$ cat src/rtl/pin_io_pkg.sv
package pin_io_pkg;
  // register byte offsets
  localparam int OFS_CTRL = 0;
  localparam int OFS_DIR  = 4;
  localparam int OFS_OUT  = 8;
  localparam int OFS_IN   = 12;

  // control register bits
  localparam int CTRL_RST_BIT = 0;
  localparam int CTRL_CLK_BIT = 1;

  // direction register bits
  localparam int DIR_A_BIT = 0;
  localparam int DIR_B_BIT = 1;
  localparam int DIR_C_LSB = 2;

  typedef enum logic [2:0] {
    SEL_NONE,
    SEL_CTRL,
    SEL_DIR,
    SEL_OUT,
    SEL_IN
  } reg_sel_e;
endpackage

$ cat src/rtl/pin_io_regs.sv
module pin_io_regs #(
  parameter int PORT_W = 8,
  parameter int DATA_W = 32
) (
  input  logic                    clk,
  input  logic                    rst,
  input  logic                    wr,
  input  pin_io_pkg::reg_sel_e    sel,
  input  logic [DATA_W-1:0]       wdata,
  output logic                    soft_rst,
  output logic                    clk_mode,
  output logic [PORT_W+1:0]       dir_q,
  output logic [3*PORT_W-1:0]     out_q
);
  import pin_io_pkg::*;

  localparam int DIR_W = PORT_W + 2;
  localparam int LAT_W = 3 * PORT_W;

  // the reset bit is never stored: it acts at the write edge only
  assign soft_rst = wr && (sel == SEL_CTRL) && wdata[CTRL_RST_BIT];

  always_ff @(posedge clk) begin
    if (rst || soft_rst) begin
      clk_mode <= 1'b0;
      dir_q    <= '0;
      out_q    <= '0;
    end else if (wr) begin
      case (sel)
        SEL_CTRL: clk_mode <= wdata[CTRL_CLK_BIT];
        SEL_DIR:  dir_q    <= wdata[DIR_W-1:0];
        SEL_OUT:  out_q    <= wdata[LAT_W-1:0];
        default:  ;
      endcase
    end
  end
endmodule

$ cat src/rtl/pin_io_sync.sv
module pin_io_sync #(
  parameter int WIDTH  = 25,
  parameter int STAGES = 2
) (
  input  logic             clk,
  input  logic             rst,
  input  logic [WIDTH-1:0] d,
  output logic [WIDTH-1:0] q
);
  logic [WIDTH-1:0] chain [STAGES];

  for (genvar s = 0; s < STAGES; s++) begin : g_stage
    always_ff @(posedge clk) begin
      if (rst) begin
        chain[s] <= '0;
      end else if (s == 0) begin
        chain[s] <= d;
      end else begin
        chain[s] <= chain[(s == 0) ? 0 : s-1];
      end
    end
  end

  assign q = chain[STAGES-1];
endmodule

$ cat src/rtl/pin_io_clkdiv.sv
module pin_io_clkdiv #(
  parameter int DIV_HALF = 4
) (
  input  logic clk,
  input  logic clr,
  input  logic en,
  output logic clk_o
);
  localparam int CNT_W = (DIV_HALF > 1) ? $clog2(DIV_HALF) : 1;
  localparam logic [CNT_W-1:0] LAST = CNT_W'(DIV_HALF - 1);

  logic [CNT_W-1:0] cnt;

  always_ff @(posedge clk) begin
    if (clr || !en) begin
      cnt   <= '0;
      clk_o <= 1'b0;
    end else if (cnt == LAST) begin
      cnt   <= '0;
      clk_o <= ~clk_o;
    end else begin
      cnt   <= cnt + 1'b1;
    end
  end
endmodule

$ cat src/rtl/pin_io_readback.sv
module pin_io_readback #(
  parameter int PORT_W = 8,
  parameter int DATA_W = 32
) (
  input  logic                    clk,
  input  logic                    rst,
  input  logic                    rd,
  input  pin_io_pkg::reg_sel_e    sel,
  input  logic                    clk_mode,
  input  logic [PORT_W+1:0]       dir_q,
  input  logic [3*PORT_W-1:0]     out_q,
  input  logic [3*PORT_W:0]       in_q,
  output logic [DATA_W-1:0]       rdata
);
  import pin_io_pkg::*;

  logic [DATA_W-1:0] mux;

  always_comb begin
    mux = '0;
    case (sel)
      SEL_CTRL: mux[CTRL_CLK_BIT] = clk_mode;
      SEL_DIR:  mux = DATA_W'(dir_q);
      SEL_OUT:  mux = DATA_W'(out_q);
      SEL_IN:   mux = DATA_W'(in_q);
      default:  mux = '0;
    endcase
  end

  always_ff @(posedge clk) begin
    if (rst) begin
      rdata <= '0;
    end else if (rd) begin
      rdata <= mux;
    end
  end
endmodule

$ cat src/rtl/pin_io_ctrl.sv
module pin_io_ctrl #(
  parameter int PORT_W      = 8,
  parameter int DATA_W      = 32,
  parameter int ADDR_W      = 4,
  parameter int DIV_HALF    = 4,
  parameter int SYNC_STAGES = 2
) (
  input  logic                  clk,
  input  logic                  rst,
  input  logic [ADDR_W-1:0]     bus_addr,
  input  logic [DATA_W-1:0]     bus_wdata,
  input  logic                  bus_wr,
  input  logic                  bus_rd,
  output logic [DATA_W-1:0]     bus_rdata,
  output logic [3*PORT_W:0]     pad_out,
  output logic [3*PORT_W:0]     pad_oe,
  input  logic [3*PORT_W:0]     pad_in
);
  import pin_io_pkg::*;

  localparam int PIN_W = 3 * PORT_W + 1;
  localparam int LAT_W = 3 * PORT_W;
  localparam logic [ADDR_W-1:0] A_CTRL = ADDR_W'(OFS_CTRL);
  localparam logic [ADDR_W-1:0] A_DIR  = ADDR_W'(OFS_DIR);
  localparam logic [ADDR_W-1:0] A_OUT  = ADDR_W'(OFS_OUT);
  localparam logic [ADDR_W-1:0] A_IN   = ADDR_W'(OFS_IN);

  reg_sel_e            sel;
  logic                soft_rst;
  logic                clk_mode;
  logic [PORT_W+1:0]   dir_q;
  logic [LAT_W-1:0]    out_q;
  logic [PIN_W-1:0]    in_q;
  logic                div_clk;

  always_comb begin
    case (bus_addr)
      A_CTRL:  sel = SEL_CTRL;
      A_DIR:   sel = SEL_DIR;
      A_OUT:   sel = SEL_OUT;
      A_IN:    sel = SEL_IN;
      default: sel = SEL_NONE;
    endcase
  end

  pin_io_regs #(.PORT_W(PORT_W), .DATA_W(DATA_W)) u_regs (
    .clk      (clk),
    .rst      (rst),
    .wr       (bus_wr),
    .sel      (sel),
    .wdata    (bus_wdata),
    .soft_rst (soft_rst),
    .clk_mode (clk_mode),
    .dir_q    (dir_q),
    .out_q    (out_q)
  );

  pin_io_sync #(.WIDTH(PIN_W), .STAGES(SYNC_STAGES)) u_sync (
    .clk (clk),
    .rst (rst),
    .d   (pad_in),
    .q   (in_q)
  );

  pin_io_clkdiv #(.DIV_HALF(DIV_HALF)) u_div (
    .clk   (clk),
    .clr   (rst || soft_rst),
    .en    (clk_mode),
    .clk_o (div_clk)
  );

  pin_io_readback #(.PORT_W(PORT_W), .DATA_W(DATA_W)) u_rb (
    .clk      (clk),
    .rst      (rst),
    .rd       (bus_rd),
    .sel      (sel),
    .clk_mode (clk_mode),
    .dir_q    (dir_q),
    .out_q    (out_q),
    .in_q     (in_q),
    .rdata    (bus_rdata)
  );

  // group-wide enables for A and B, per-pin enables for C
  for (genvar i = 0; i < PORT_W; i++) begin : g_oe
    assign pad_oe[i]            = dir_q[DIR_A_BIT];
    assign pad_oe[PORT_W + i]   = dir_q[DIR_B_BIT];
    assign pad_oe[2*PORT_W + i] = dir_q[DIR_C_LSB + i];
  end
  assign pad_oe[LAT_W] = clk_mode;

  assign pad_out = {div_clk & clk_mode, out_q};
endmodule

$ cat config.mk
export PLATFORM = sky130hd
export DESIGN_NAME = pin_io_ctrl
export DESIGN_NICKNAME = d
export VERILOG_FILES = /design/src/rtl/pin_io_pkg.sv /design/src/rtl/pin_io_regs.sv /design/src/rtl/pin_io_sync.sv /design/src/rtl/pin_io_clkdiv.sv /design/src/rtl/pin_io_readback.sv /design/src/rtl/pin_io_ctrl.sv
export SDC_FILE = /design/constraint.sdc
export NUM_CORES = 1
export LEC_CHECK = 0
export BUFFER_PORTS_ARGS = -buffer_cell sky130_fd_sc_hd__buf_2
export CAP_MARGIN = 10
export CORE_MARGIN = 2
export CORE_UTILIZATION = 26
export CTS_CLUSTER_DIAMETER = 200
export CTS_CLUSTER_SIZE = 8
export DETAILED_ROUTE_END_ITERATION = 12
export SLEW_MARGIN = 20
export SYNTH_ARGS = -nofsm -noshare
export SYNTH_HDL_FRONTEND = slang
export SYNTH_SLANG_ARGS = --single-unit
$ cat constraint.sdc
create_clock -name clk -period 2.5 [get_ports clk]
set_clock_uncertainty 0.05 [all_clocks]
set_input_delay 0.375 -clock clk [delete_from_list [all_inputs] [get_ports clk]]
set_output_delay 0.375 -clock clk [all_outputs]
set_load 0.05 [all_outputs]
==> After elaboration in Yosys (flattened, before gate mapping) <==
Memories as Yosys holds them, arrays and structs flattened.
Index checks and enable logic that the tools add are counted.
{ "word_totals": {"reg_bits": 70, "mem_bits_rw": 50, "in_bits": 65, "out_inout_bits": 82, "wordCells": 39, "memories": 1} }
{ "mem_list": {"columns": ["memory", "depth", "width", "read_ports", "rd_ports_with_merged_regs", "write_ports", "line", "text"], "rows": [
  ["u_sync.chain", 2, 25, 2, 0, 2, "pin_io_sync.sv:10", "logic [WIDTH-1:0] chain [STAGES];"]
]} }
{ "classes": {"addsub": 1, "eq_ne": 8, "mux": 9, "n_bitwise": 4, "n_reduce_logical": 10} }
{ "ops": {"columns": ["operator", "count"], "rows": [
  ["$pmux W23 S3", 1],
  ["$mux W25", 2],
  ["$pmux W3 S4", 1],
  ["$eq A4 B4 Y1 const B", 2],
  ["$eq A3 B2 Y1 const B", 2],
  ["$reduce_and A2 Y1", 3],
  ["$eq A4 B3 Y1 const B", 1],
  ["$logic_not A4 Y1", 1],
  ["$pmux W1 S4", 1],
  ["$eq A3 B1 Y1 const B", 1],
  ["$eq A3 B3 Y1 const B", 1],
  ["$mux W1", 3],
  ["$pmux W1 S3", 1],
  ["$add A2 B1 Y2 const B", 1],
  ["$eq A2 B2 Y1 const B", 1],
  ["$logic_and A1 B1 Y1", 2],
  ["$logic_or A1 B1 Y1", 2],
  ["$or A1 B1 Y1", 2],
  ["$reduce_or A2 Y1", 1],
  ["$and A1 B1 Y1", 1],
  ["$logic_not A1 Y1", 1],
  ["$not A1 Y1", 1]
]} }

==> Longest topological paths before layout <==
{ "logic_depth": {"word_depth": 8, "depth_mapped": 6, "depth_no_buf": 3} }

==> Hierarchy <==
From an unflattened synthesis, not the netlist that was laid out.
{ "hier_totals": {"hier_cells": 422, "hier_area_um2": 4327.9} }
{ "modules_own_cells": {"columns": ["module", "n_inst", "cells_per_inst", "area_per_inst_um2", "seq_area_each_um2"], "rows": [
  ["pin_io_regs", 1, 157, 1395.1, 700.7],
  ["pin_io_sync", 1, 105, 1338.8, 1001.0],
  ["pin_io_readback", 1, 129, 1320.0, 500.5],
  ["pin_io_ctrl", 1, 22, 157.7, 0.0],
  ["pin_io_clkdiv", 1, 9, 116.4, 60.1]
]} }

==> Worst setup path before layout <==
Ideal clock, no wire load.
{ "synth_timing": {"kind": "register to register", "from": "reg u_regs.out_q[1]", "to": "reg u_rb.rdata[1]", "setup_ps": 88, "arrival_ps": 1382, "t_required_ps": 2362, "path_slack_ps": 980, "stages_incl_launch_ff": 4, "path_buffers": 0, "period_less_slack_ps": 1520, "path_cell_list": "dfxtp_1 mux2i_1 or4_1 a311oi_2"} }
{ "synth_via": {"elab_chain_len": 1} }
{ "synth_lines": {"columns": ["element", "line", "text"], "rows": [
  ["start, declared", "pin_io_regs.sv:13", "output logic [3*PORT_W-1:0] out_q"],
  ["start signal, assigned", "pin_io_regs.sv:32", "SEL_OUT: out_q <= wdata[LAT_W-1:0];"],
  ["$pmux W1 S4", "pin_io_readback.sv:21", "case (sel)"],
  ["end signal, assigned", "pin_io_readback.sv:34", "rdata <= mux;"],
  ["end, declared", "pin_io_readback.sv:13", "output logic [DATA_W-1:0] rdata"]
]} }
No other way between the ends.
A chain may end at the register's enable or synchronous reset.

==> Worst setup path after layout <==
{ "layout_timing": {"from": "reg u_regs.dir_q[1]", "to": "out pad_oe[10]"} }
{ "layout_lines": {"columns": ["element", "line", "text"], "rows": [
  ["start, declared", "pin_io_regs.sv:12", "output logic [PORT_W+1:0] dir_q,"],
  ["start signal, assigned", "pin_io_regs.sv:31", "SEL_DIR: dir_q <= wdata[DIR_W-1:0];"],
  ["end, declared", "pin_io_ctrl.sv:16", "output logic [3*PORT_W:0] pad_oe,"]
]} }
No word-level cell between the ends.

==> flow_metrics.tcl <==
set metrics [dict create \
    io-pin-count 147 \
    drv_cap 0 \
    dp_slack_ns 0.565 \
    layout_common_cells "buf_2 (131), dfxtp_1 (113), nor2b_1 (65)" \
    grt_pass1_vias 3399 \
    final_common_cell "buf_2" \
    peakVddDrop_mv 0.460 \
    ys.flop_type "dfxtp_1" \
    clkLatencyLatePin_ns 0.42 \
    arrival_ns 1.26 \
    grt_max_degree 67 \
    synth_warnings 0 \
    antenna_found_initial 0 \
    grt_use_total 0.137 \
    drt_iter0_drc 196 \
    hp-class "primary input to flop" \
    fin_util 0.346 \
    rsz0062_at_grt "no" \
    path_clk_slew_ns 0.06 \
    path_buf_inv 1 \
    core_area_mm2 0.0165 \
    routabilityCongestion 0.784 \
    p_leak_uw 0.00246 \
    yosysTopAreaCell "dfxtp_1" \
    worst_pin_slew_ns 0.681 \
    htreeDepth 4 \
    yosysTopAreaCellShare 0.519 \
    max_freq_mhz 594 \
    synth_edf_count 0 \
    postSynthCellCount 448 \
    critical_path.max_fanout 10 \
    relSlewSlack 0.546 \
    synthTopCellsByArea "dfxtp_1 (52%), nor2b_1 (9.3%), a21oi_1 (5.7%)" \
    die_y_um 133 \
    crit_path_cell_trace "buf_2" \
    die_x_um 133 \
    nFillCells 1709 \
    synth_area_mm2 0.00436 \
    internal-power_uw 3770 \
    status "complete, no violations" \
    slowest_delay_ns 0.51 \
    slew_violations 0 \
    seq_area_frac_synth 0.519 \
    wirelength_um 11900 \
    grt_pass1_wl_um 18600 \
    nNetsFinal 624 \
    worst_ep_required_time_ns 2.08 \
    cts_tree "built" \
    cts_root_buffer "clkbuf_16" \
    post_cts_buffers 0 \
    via_per_inst 4.43 \
    pwr-share-comb 0.062 \
    firstDrtPassIters 6 \
    end_kind "primary output" \
    power_frac_seq 0.385 \
    layout-drive-gt1-share 0.350 \
    synth-async-reset-ratio 0 \
    ctsHoldBuffers 0 \
    power.switching_uw 1080 \
    syn_area_per_cell_um2 9.72 \
    power_density_mw_per_mm2 851 \
    area_growth_pct 30.9 \
    synth.ff_latch_count 113 \
    dp_hpwl_um 8380 \
    swShare 0.223 \
    finalInstanceArea_mm2 0.00570 \
    via_count 3504 \
    cts_buffers 17 \
    finalSetupTns_ns 0 \
    cp_top_family "flip-flops" \
    dieArea_mm2 0.0178 \
    critPathKind "flop to primary output" \
    cp_slowest_cell "dfxtp_1" \
    fin_ws_ns 0.816 \
    ant_nets 0 \
    num_antenna_cells 0 \
    port_buffers 131 \
    cts_buffer_depth 2 \
    min_period_ns 1.68 \
    grt_remaining_overflow 0 \
    rows 47 \
    clock_sinks 113 \
    cp-start-kind "flop" \
    synth_cell_types 45 \
    start_util 0.265 \
    post-route-period-util 0.673 \
    setup_viol 0 \
    cts_resized 0 \
    remaining_drc_errors 0 \
    place_area_mm2 0.00504 \
    hold_viol_final 0 \
    wl_per_cell_um 15.0 \
    pwr-share-clk 0.553 \
]
==> registers in the layout, summed over array words and instances, names as in the netlist <==
name             flops
u_div.cnt            2
u_regs.out_q        24
u_regs.clk_mode      1
u_sync.chain        50
u_rb.rdata          25
u_regs.dir_q        10
u_div.clk_o          1
==> per-stage QoR <==
step	hold slack (ns)	instances	total power [µW]
after global placement	0.366	759	2210
after global routing	0.102	791	5040
after detailed placement	0.371	759	2210
after CTS	0.0991	791	4910
final	0.119	791	4850
after floorplan	0.355	454	2120
==> synth_stat cells, types with 2 or more instances <==
library cell  count
nor4_1            2
a22o_1            3
dfxtp_1         113
nand3_1          35
a21oi_1          50
nand2_1           7
buf_2            13
nor2_1           18
inv_1             2
nor2b_1          65
buf_1             2
mux2_2           20
clkbuf_1         10
o21ai_0           5
o21ai_1          33
buf_6             7
and3_1            4
a22oi_1           6
nor3_1            2
a221o_1           3
buf_4            24
==> power by group through the flow <==
stage / registers (µW) / clock network [µW] / logic [µW]
detailed placement: 1900 / 0 / 303
global placement: 1900 / 0 / 303
global route: 1870 / 2840 / 327
finish: 1870 / 2680 / 303
CTS: 1870 / 2740 / 304
floorplan: 1930 / 0 / 190
==> final cells by class <==
type,count,area (µm²),share of cell area
flip-flops and latches,113,2260,0.397
repair buffers,141,756,0.133
inverters,2,7.51,0.00132
well taps,220,275,0.0483
clock inverters,13,208,0.0364
clock buffers,19,453,0.0795
multi-input cells,283,1740,0.305
==> per-layer routing <==
| metal | vias to the layer above | GRT usage | part of all wire |
|---|---|---|---|
| met5 | - | 0 | 0 |
| met2 | 123 | 0.214 | 0.45 |
| met1 | 1620 | 0.176 | 0.47 |
| met4 | 0 | 0.0662 | 0.024 |
| li1 | 1737 | - | - |
| met3 | 24 | 0.0388 | 0.059 |
==> path summary, 6_finish.rpt <==
| kind | depth (start not counted) | startpoint | endpoint | slack (ns) |
|---|---|---|---|---|
| max | 1 | u_regs.dir_q[1] | pad_oe[10] | 0.82 |
| min | 2 | pad_in[15] | u_sync.chain[0][15] | 0.12 |
| min reg2reg | 1 | u_div.cnt[0] | u_div.cnt[0] | 0.38 |
| max reg2reg | 3 | u_regs.out_q[1] | u_rb.rdata[1] | 1.15 |
==> kinds of logic (layout without fill, tap and decap cells) <==
| group | count (synthesis) | after routing | share of synthesized area |
|---|---|---|---|
| xor+xnor | 1 | 1 | 0.00201 |
| other cells | 1 | 7 | 0.000861 |
| fa+ha+maj | 1 | 1 | 0.00287 |
| compound gates | 105 | 105 | 0.136 |
| buf+inv | 58 | 175 | 0.0865 |
| flops | 113 | 113 | 0.519 |
| simple gates | 148 | 148 | 0.199 |
| mux | 21 | 21 | 0.0540 |
(Power assumes the default switching activity.)
